`config.mk`:
```
export PLATFORM = sky130hd
export DESIGN_NAME = edge_capture_chan
export DESIGN_NICKNAME = d
export VERILOG_FILES = /design/src/rtl/cap_pkg.sv /design/src/rtl/cap_sync.sv /design/src/rtl/cap_edge_det.sv /design/src/rtl/cap_latch.sv /design/src/rtl/edge_capture_chan.sv
export SDC_FILE = /design/constraint.sdc
export NUM_CORES = 1
export LEC_CHECK = 0
export BUFFER_PORTS_ARGS = -buffer_cell sky130_fd_sc_hd__clkbuf_2
export CORE_MARGIN = 8
export CORE_UTILIZATION = 35
export CTS_CLUSTER_SIZE = 12
export DETAILED_ROUTE_END_ITERATION = 7
export PLACE_DENSITY = 0.64
export REMOVE_ABC_BUFFERS = 1
export SLEW_MARGIN = 20
export SYNTH_ARGS = -nofsm -noshare
export SYNTH_HDL_FRONTEND = slang
export SYNTH_HIERARCHICAL = 1
export SYNTH_SLANG_ARGS = --single-unit
```
`constraint.sdc`:
```
create_clock -name clk -period 2.05 [get_ports clk]
set_clock_uncertainty 0.15 [all_clocks]
set_input_delay 0.1025 -clock clk [delete_from_list [all_inputs] [get_ports clk]]
set_output_delay 0.1025 -clock clk [all_outputs]
set_load 0.005 [all_outputs]
```
`src/rtl/cap_pkg.sv`:
```
package cap_pkg;
   typedef enum logic [1:0] {
      EDGE_OFF  = 2'b00,
      EDGE_RISE = 2'b01,
      EDGE_FALL = 2'b10,
      EDGE_ANY  = 2'b11
   } edge_sel_e;
endpackage

```
`src/rtl/cap_sync.sv`:
```
module cap_sync #(
   parameter int   STAGES   = 2,
   parameter logic IDLE_LVL = 1'b0
) (
   input  logic clk,
   input  logic rst_n,
   input  logic d,
   output logic q
);
   logic [STAGES-1:0] chain;

   generate
      if (STAGES < 2) begin : g_bad_stages
         $error("cap_sync: STAGES must be at least 2");
      end
      for (genvar i = 0; i < STAGES; i++) begin : g_stage
         if (i == 0) begin : g_first
            always_ff @(posedge clk or negedge rst_n) begin
               if (!rst_n) chain[0] <= IDLE_LVL;
               else        chain[0] <= d;
            end
         end else begin : g_next
            always_ff @(posedge clk or negedge rst_n) begin
               if (!rst_n) chain[i] <= IDLE_LVL;
               else        chain[i] <= chain[i-1];
            end
         end
      end
   endgenerate

   assign q = chain[STAGES-1];
endmodule

```
`src/rtl/cap_edge_det.sv`:
```
module cap_edge_det
   import cap_pkg::*;
#(
   parameter logic IDLE_LVL = 1'b0
) (
   input  logic      clk,
   input  logic      rst_n,
   input  logic      lvl,
   input  edge_sel_e sel,
   input  logic      allow,
   output logic      hit
);
   logic prev_lvl;
   logic is_rise;
   logic is_fall;

   always_ff @(posedge clk or negedge rst_n) begin
      if (!rst_n) prev_lvl <= IDLE_LVL;
      else        prev_lvl <= lvl;
   end

   assign is_rise = lvl & ~prev_lvl;
   assign is_fall = ~lvl & prev_lvl;

   always_comb begin
      unique case (sel)
         EDGE_RISE: hit = allow & is_rise;
         EDGE_FALL: hit = allow & is_fall;
         EDGE_ANY:  hit = allow & (is_rise | is_fall);
         default:   hit = 1'b0;
      endcase
   end

   // the off code never qualifies a transition
   assert_off_no_hit_R5: assert property (@(posedge clk) disable iff (!rst_n)
      (sel == EDGE_OFF) |-> !hit);
   // in rising mode a hit only follows a low sample
   assert_rise_only_R2: assert property (@(posedge clk) disable iff (!rst_n)
      (hit && sel == EDGE_RISE) |-> (lvl && !prev_lvl));
   // in falling mode a hit only follows a high sample
   assert_fall_only_R3: assert property (@(posedge clk) disable iff (!rst_n)
      (hit && sel == EDGE_FALL) |-> (!lvl && prev_lvl));
endmodule

```
`src/rtl/cap_latch.sv`:
```
module cap_latch #(
   parameter int CNT_W = 16
) (
   input  logic             clk,
   input  logic             rst_n,
   input  logic             hit,
   input  logic [CNT_W-1:0] count_in,
   input  logic             flag_wr,
   input  logic             flag_wr_bit,
   input  logic             irq_en,
   output logic [CNT_W-1:0] value,
   output logic             flag,
   output logic             irq
);
   logic clr_req;

   assign clr_req = flag_wr & flag_wr_bit;

   always_ff @(posedge clk or negedge rst_n) begin
      if (!rst_n)   value <= '0;
      else if (hit) value <= count_in;
   end

   always_ff @(posedge clk or negedge rst_n) begin
      if (!rst_n)        flag <= 1'b0;
      else if (hit)      flag <= 1'b1;
      else if (clr_req)  flag <= 1'b0;
   end

   assign irq = flag & irq_en;

   // the flag is up right after each capture
   assert_flag_on_hit_R7: assert property (@(posedge clk) disable iff (!rst_n)
      hit |=> flag);
   // a clearing write without a capture drops the flag
   assert_clear_R9: assert property (@(posedge clk) disable iff (!rst_n)
      (clr_req && !hit) |=> !flag);
   // the timestamp holds without a capture
   assert_hold_R13: assert property (@(posedge clk) disable iff (!rst_n)
      !hit |=> $stable(value));
   // no request without a pending flag
   assert_irq_needs_flag_R8: assert property (@(posedge clk) disable iff (!rst_n)
      irq |-> flag);
endmodule

```
`src/rtl/edge_capture_chan.sv`:
```
module edge_capture_chan
   import cap_pkg::*;
#(
   parameter int   CNT_W       = 16,
   parameter int   SYNC_STAGES = 2,
   parameter logic PIN_IDLE    = 1'b0
) (
   input  logic             clk,
   input  logic             rst_n,
   input  logic             pin_in,
   input  logic [CNT_W-1:0] count_in,
   input  logic [1:0]       edge_sel,
   input  logic             cmp_mode,
   input  logic             irq_en,
   input  logic             flag_wr,
   input  logic             flag_wr_bit,
   output logic [CNT_W-1:0] cap_value,
   output logic             cap_flag,
   output logic             cap_irq
);
   localparam int TOTAL_LAT = SYNC_STAGES + 1;

   generate
      if (CNT_W < 2) begin : g_bad_width
         $error("edge_capture_chan: CNT_W must be at least 2");
      end
      if (TOTAL_LAT > 8) begin : g_bad_lat
         $error("edge_capture_chan: synchronizer chain too deep");
      end
   endgenerate

   logic pin_sync;
   logic hit;

   cap_sync #(.STAGES(SYNC_STAGES), .IDLE_LVL(PIN_IDLE)) u_sync (
      .clk   (clk),
      .rst_n (rst_n),
      .d     (pin_in),
      .q     (pin_sync)
   );

   cap_edge_det #(.IDLE_LVL(PIN_IDLE)) u_det (
      .clk   (clk),
      .rst_n (rst_n),
      .lvl   (pin_sync),
      .sel   (edge_sel_e'(edge_sel)),
      .allow (~cmp_mode),
      .hit   (hit)
   );

   cap_latch #(.CNT_W(CNT_W)) u_latch (
      .clk         (clk),
      .rst_n       (rst_n),
      .hit         (hit),
      .count_in    (count_in),
      .flag_wr     (flag_wr),
      .flag_wr_bit (flag_wr_bit),
      .irq_en      (irq_en),
      .value       (cap_value),
      .flag        (cap_flag),
      .irq         (cap_irq)
   );

   // compare duty blocks every capture
   assert_cmp_blocks_R12: assert property (@(posedge clk) disable iff (!rst_n)
      cmp_mode |-> !hit);
   // a capture beats a simultaneous clear
   assert_set_wins_R10: assert property (@(posedge clk) disable iff (!rst_n)
      (hit && flag_wr && flag_wr_bit) |=> cap_flag);
   // a capture loads the counter even while the flag is pending
   assert_overwrite_R11: assert property (@(posedge clk) disable iff (!rst_n)
      (hit && cap_flag) |=> (cap_value == $past(count_in)));
endmodule

```
## After elaboration in Yosys (flattened, before gate mapping)

Cells that the tools add are included.

- Output and inout port bits: 18
- Bits in latches: 0
- Flip-flop bits (word level): 20
- Word-level logic and storage cells: 23
- Input port bits: 25
- RAM bits: 0
- Bits in read-only memories: 0
- Memories kept: 0

- Equal/unequal tests: 3
- Order comparisons: 0
- Divide/modulo/power cells: 0
- Bitwise logic cells: 11
- Reduce and logical (&&, ||, !) cells: 1
- Add/sub/neg operators: 0
- Shift operators: 0
- Multipliers: 0
- Muxes and demuxes: 3

Operator list:

| kind | count |
|---|---|
| $and 1x1->1 | 7 |
| $eq 2x2->1 const B | 2 |
| $not 1->1 | 3 |
| $pmux 1 s3 | 1 |
| $eq 2x1->1 const B | 1 |
| $mux 1 | 2 |
| $reduce_bool 2->1 | 1 |
| $or 1x1->1 | 1 |

## Logic depth before layout (Yosys ltp)

Gate-level depths: netlist of the first run.

- Depth in word-level cells: 6
- Mapped depth: 7
- Depth with buffers taken out: 5

## Cells and area by module

The synthesis of the first run kept the hierarchy.

By module, submodules not included:

| module | instances | cells each | area each (µm²) | seq. area each (µm²) |
|---|---|---|---|---|
| cap_latch | 1 | 38 | 689.4 | 425.4 |
| cap_edge_det | 1 | 10 | 87.6 | 25.0 |
| cap_sync | 1 | 2 | 50.0 | 50.0 |
| edge_capture_chan | 1 | 1 | 3.8 | 0.0 |

## Worst setup path after synthesis of the first run

OpenSTA, ideal clock, no wires.

- Kind: register to register
- Start point: register u_sync.chain[1] (netlist: u_sync/q)
- End point: register u_latch.value[10]
- Path buffers: 2
- Period minus slack after synthesis: 1.945 ns
- Library setup time: 0.125 ns
- Data required time: 1.775 ns
- Slack: 0.105 ns
- Stages on the path, launching flop included: 8
- Data arrival time: 1.670 ns
- Cell sequence: dfrtp_1 > inv_1 > ha_1 > nand2b_1 > a311oi_1 > buf_6 > buf_12 > mux2_4

- Longest elaborated chain between the ends: 5
- Elaborated cells between the ends (all ways): 8
- Those cells by class: mux: 1; bitwise: 7

RTL lines:

| what | RTL line | source |
|---|---|---|
| start: declaration | cap_sync.sv:10 | `logic [STAGES-1:0] chain;` |
| start signal: indexed assignment | cap_sync.sv:25 | `else chain[i] <= chain[i-1];` |
| $not 1->1 | cap_edge_det.sv:23 | `assign is_fall = ~lvl & prev_lvl;` |
| $and 1x1->1 | cap_edge_det.sv:23 |  |
| $or 1x1->1 | cap_edge_det.sv:29 | `EDGE_ANY: hit = allow & (is_rise \| is_fall);` |
| $and 1x1->1 | cap_edge_det.sv:29 |  |
| $pmux 1 s3 * | cap_edge_det.sv:26 | `unique case (sel)` |
| via hit | edge_capture_chan.sv:33 | `logic hit;` |
| end signal: assignment | cap_latch.sv:21 | `else if (hit) value <= count_in;` |
| end: declaration | cap_latch.sv:11 | `output logic [CNT_W-1:0] value,` |

Mark *: on every way through the listed nets, which the timed path passes. The rest lies on a longest branch.
A chain may end at the register's enable or synchronous reset.

## Final worst setup path of the first run

- Start point: register u_sync.chain[1] (netlist: u_sync/q)
- End point: register u_latch.value[2]

The elaborated chain is that of the path after synthesis.

==> results of run 1 <==
## synthesized netlist by cell type, drive strengths merged
library cell	number
a21o	1
a21oi	1
a311oi	1
and2	1
buf	2
dfrtp	20
ha	2
inv	4
mux2	16
nand2	1
nand2b	2
## state kept, by name, indices dropped and copies added (netlist names)
register and cells:
u_sync/q 1, u_latch/value 16, u_sync/chain 1, u_latch/flag 1
u_det/prev_lvl 1
## power by group
part | internal [mW] | total [mW] | switching [mW]
clock | 0.198 | 0.318 | 0.121
sequential | 0.466 | 0.504 | 0.0381
combinational | 0.179 | 0.275 | 0.0957
total | 0.842 | 1.10 | 0.254
## placed cells by master, fill, tap and decap left out, drive strengths merged
cell / instances
ha: 2
nand2b: 2
and2: 1
a311oi: 1
dfrtp: 20
a21o: 1
clkbuf: 45
a21oi: 1
nand2: 1
mux2: 16
dlygate4sd3: 20
bufinv: 1
buf: 4
inv: 4
## cell families after synthesis
kind of cell               Yosys count
DFF                                 20
buffers and inverters                6
and+or+nand+nor                      4
muxes                               16
adders and majority gates            2
AOI/OAI and AO/OA                    3
## critical path, cell delays in order, from the launching register on
cell and delay [ps]:
dfrtp_1 380, inv_1 50, ha_1 290, nand2b_4 150, a311oi_4 300, buf_6 180, mux2_2 330
## routing by layer
metal  GRT usage  part of all wire  vias up
li1            -                 -      305
met1       0.107              0.37      316
met2       0.190              0.52       29
met3      0.0704              0.11        0
met4      0.0245                 0        0
met5           0                 0        -
## timing repair
item | in CTS | in global routing
buffers inserted | 0 | 1
endpoints found under the hold margin | 38 | 0
endpoints found under the setup margin | 0 | 16
resized for setup | 0 | 6
hold buffers | 20 | 0
## final cells by class
| type | count | area, sq um | area share |
|---|---|---|---|
| Multi-Input combinational cell | 25 | 309 | 0.227 |
| Clock inverter | 1 | 30.0 | 0.0220 |
| Sequential cell | 20 | 500 | 0.367 |
| Clock buffer | 3 | 22.5 | 0.0165 |
| Tap cell | 28 | 35.0 | 0.0257 |
| Timing Repair Buffer | 66 | 452 | 0.331 |
| Inverter | 4 | 15.0 | 0.0110 |
## path summary, 6_finish.rpt
check / start / endpoint / slack (ps) / depth (start not counted)
worst max register to register: u_sync/q / u_latch/value[2] / 100 / 6
worst min register to register: u_sync/chain[0] / u_sync/q / 200 / 0
worst min-delay path: rst_n / u_latch/value[0] / 140 / 2
max in group asynchronous: rst_n / u_latch/value[13] / 1270 / 2
min in group clk: u_sync/chain[0] / u_sync/q / 200 / 0
worst max-delay path: u_sync/q / u_latch/value[2] / 100 / 6
## stage by stage
| stage | utilization | instance area, sq um | total power, mW |
|---|---|---|---|
| final | 0.611 | 1360 | 1.10 |
| after global routing | 0.611 | 1360 | 1.16 |
| after CTS | 0.596 | 1330 | 1.10 |
| after detailed placement | 0.482 | 1080 | 0.751 |
| after global placement | 0.482 | 1080 | 0.742 |
| after floorplan | - | 800 | 0.620 |
==> flow_summary.toml, run 1 <==
[status]
status = "finished, final reports clean"

[sta]
slew_viol_final = 0
finalCriticalPeriod_ps = 1950
tns_ps = 0
fin_ws_ps = 101
maxSlewHeadroom = 0.681
fin_crit_sh = 0.951
rsz0062_at_grt = "no"
hold_viol = 0
max_freq_mhz = 513
holdWs_ps = 144
worst_pin_slew_ps = 479
setup-violations-final = 0

[routing]
drt-wirelength-per-cell_um = 14.8
dr.pass1.iters = 3
drt-total-wl_um = 2180
ant_nets = 0
dr_total_vias = 650
drcViolationCount = 0
via_per_inst = 4.42
first_iter_violations = 1

[global_routing]
grt_pass1_wl_um = 3620
grt_max_degree = 21
grt_use_total = 0.109
gr-total-overflow = 0
grt_pass1_vias = 784
grt_antenna_before_repair = 0

[critical_path]
cp_max_fo = 5
start_kind = "flop"
cp.required_ps = 2090
cp-end-kind = "flop"
crit_type = "reg2reg"
crit_arrival_ps = 1990

[final_layout]
fill_cells = 192
final_cells = 147
syn_to_final_growth_pct = 64.2
drive_gt1_frac = 0.580
insertedDiodeCount = 0
nNetsFinal = 147

[logic_synthesis]
ys_warn_count = 6
yosys.area_share.xor_xnor = 0
synth_cell_types = 13
avgSynthCellArea_sq_um = 16.3
synth.area.top_cells = "dfrtp_1, mux2_4, mux2_2"
ys_seq_area_frac = 0.602
yosys.area_share.adder = 0.0301
syn-instance-count = 51
synthSimpleGateAreaFrac = 0.0271
synth.top_cell.area_share = 0.602
synthMuxAreaShare = 0.258
syn_area_sq_um = 831
synth_top_area_cell = "dfrtp_1"
synth_compound_area_frac = 0.0271
synth_seq_cells = 20
synth_top_family_by_area = "multiplexers"

[die]
core_sq_mm = 0.00223
dieHeight_um = 64.7
io-pin-count = 43
start_util = 0.372
rows = 17
die_x_um = 64.7
dieArea_sq_mm = 0.00419

[min_path]
hold_path.class = "in2async"

[clock_tree]
clk_pin_slew_ps = 110
clock_latency_ps = 300
cts.htree.levels = 1
clock_sinks = 20
cts_buffers = 3
cts_tree = "built"
root_buffer = "clkbuf_4"
clock_path_buffers = 2

[power_and_ir_drop]
power_density_mw_per_mm2 = 804
p_leak_nw = 0.698
ir_drop_mv = 0.803

[place]
post-place-ws_ps = 34.9
routabilityCongestion = 0.665
dp.cells = 121
port-buffer-count = 42
hpwl_um = 1490

[job]
cap_violations = 0
(Power assumes the default switching activity.)
==> run 2: changes to the inputs <==
--- a/config.mk
+++ b/config.mk
@@ -7,10 +7,11 @@
 export LEC_CHECK = 0
 export BUFFER_PORTS_ARGS = -buffer_cell sky130_fd_sc_hd__clkbuf_2
 export CORE_MARGIN = 8
-export CORE_UTILIZATION = 35
+export CORE_UTILIZATION = 24
 export CTS_CLUSTER_SIZE = 12
 export DETAILED_ROUTE_END_ITERATION = 7
-export PLACE_DENSITY = 0.64
+export MAX_ROUTING_LAYER = met4
+export PLACE_DENSITY = 0.47
 export REMOVE_ABC_BUFFERS = 1
 export SLEW_MARGIN = 20
 export SYNTH_ARGS = -nofsm -noshare
==> run 2 against run 1 <==
Compared with the run above:
- utilization down 21 points
- global-route usage fell by 2.8 points
- largest power group unchanged
- sequential share of layout area grew 0.93 points
- highest routed layer unchanged
==> flow_summary.toml, run 2 (synthesized netlist as in run 1, its figures left out) <==
[status]
status = "finished, final reports clean"

[global_routing]
gr-total-overflow = 0
grt_use_total = 0.0818
grt_antenna_before_repair = 0
grt_pass1_wl_um = 3440
grt_pass1_vias = 740
grt_max_degree = 21

[place]
hpwl_um = 1470
dpl-instance-area_sq_mm = 0.00110
port-buffer-count = 42
post-place-ws_ps = 40.2
routabilityCongestion = 0.614

[critical_path]
start_kind = "flop"
cp_num_buf_inv = 2
slowest_delay_ps = 390
crit_arrival_ps = 1980
crit_family = "flip-flops"
crit_type = "reg2reg"
r2r_slack_ps = 100
cp_max_fo = 8
crit_slowest_cell = "dfrtp_1"
r2r_start = "u_sync/q"
cp.required_ps = 2080
cp-end-kind = "flop"
r2r_cells = 6
r2r_end = "u_latch/value[4]"
crit_path_cell_trace = "inv_1 > ha_1 > nand2b_1 > a311oi_4 > buf_6 > mux2_4"

[sta]
maxSlewHeadroom = 0.676
worst_pin_slew_ps = 486
slew_viol_final = 0
fin_ws_ps = 97.4
finalCriticalPeriod_ps = 1950
holdWs_ps = 142
hold_viol = 0
max_freq_mhz = 512
fin_crit_sh = 0.952
setup-violations-final = 0
tns_ps = 0
rsz0062_at_grt = "no"

[clock_tree]
clk_pin_slew_ps = 100
cts_setup_buffers = 0
root_buffer = "clkbuf_4"
cts_tree = "built"
clock_path_buffers = 2
clock_latency_ps = 290
cts.htree.levels = 1
clock_sinks = 20
cts_buffers = 3

[final_layout]
insertedDiodeCount = 0
regArea_sq_um = 500
nNetsFinal = 145
design_area_sq_mm = 0.00133
regMostFlops = "u_latch/value"
drive_gt1_frac = 0.560
largest_reg_flops = 16
syn_to_final_growth_pct = 60.1
layout_commonest_cell = "clkbuf_2"
multi_input_area_sq_um = 302
layout_common_cells = "clkbuf_2, dlygate4sd3_1, dfrtp_1"
fill_cells = 321

[power_and_ir_drop]
seq_power_share = 0.534
clock_power_share = 0.185
p_switching_uw = 240
comb_power_share = 0.281
power_density_mw_per_mm2 = 712
p_leak_nw = 0.668
swShare = 0.253
p_int_uw = 707
ir_drop_mv = 0.460

[routing]
via_per_inst = 3.88
drt-wirelength-per-cell_um = 12.8
dr.pass1.iters = 3
first_iter_violations = 9
drt-total-wl_um = 2080
drcViolationCount = 0
ant_nets = 0
dr_total_vias = 628

[die]
dieArea_sq_mm = 0.00560
start_util = 0.249
rows = 21
die_x_um = 74.8
io-pin-count = 43
core_sq_mm = 0.00334
dieHeight_um = 74.8

[min_path]
hold_path.class = "in2async"

[job]
cap_violations = 0
## run 2: cell count changes in the layout (fill, tap and decap cells not counted), sizes merged
cell / previous run / this run
bufinv: 1 / 0
buf: 4 / 2
## run 2: power groups by stage
stage / clock (mW) / sequential (mW) / combinational, mW
after floorplan: 0 / 0.515 / 0.105
after global placement: 0 / 0.510 / 0.236
after detailed placement: 0 / 0.510 / 0.237
after CTS: 0.185 / 0.505 / 0.268
after global routing: 0.206 / 0.517 / 0.292
final: 0.175 / 0.506 / 0.266
## run 2: repair_timing
action                                  CTS  global route
endpoints found under the setup margin    0            15
endpoints found under the hold margin    38             0
hold buffers                             20             0
resized for setup                         0             2
## run 2: per-layer routing
layer | GRT usage | vias up | wire length [um] | part of all wire
met3 | 0.0226 | 0 | 119 | 0.057
met1 | 0.0954 | 299 | 896 | 0.43
met2 | 0.132 | 23 | 1060 | 0.51
li1 | - | 306 | - | -
met4 | 0.0261 | 0 | 0 | 0
met5 | - | - | 0 | 0
## run 2: final cells by class
cell class / instances / share of cell area
Sequential cell: 20 / 0.376
Timing Repair Buffer: 64 / 0.325
Multi-Input combinational cell: 25 / 0.227
Tap cell: 46 / 0.0433
Clock buffer: 3 / 0.0169
Inverter: 4 / 0.0113
## run 2: metrics by stage
step	instances	power, mW	utilization
6_report	162	0.947	0.399
5_1_grt	162	1.02	0.399
4_1_cts	162	0.958	0.396
3_5_place_dp	139	0.748	0.330
3_3_place_gp	139	0.745	0.330
2_1_floorplan	49	0.620	-
## run 2: how the worst max path moves through the flow
stage | from | end | slack, ps | depth (start not counted)
after global placement | u_sync/q | u_latch/value[8] | 90 | 6
after detailed placement | u_sync/q | u_latch/value[13] | 40 | 6
final | u_sync/q | u_latch/value[4] | 100 | 6
after CTS | u_sync/q | u_latch/value[13] | 30 | 6
after global routing | u_sync/q | u_latch/value[1] | 20 | 6
after floorplan | u_sync/q | u_latch/value[0] | -1350 | 5
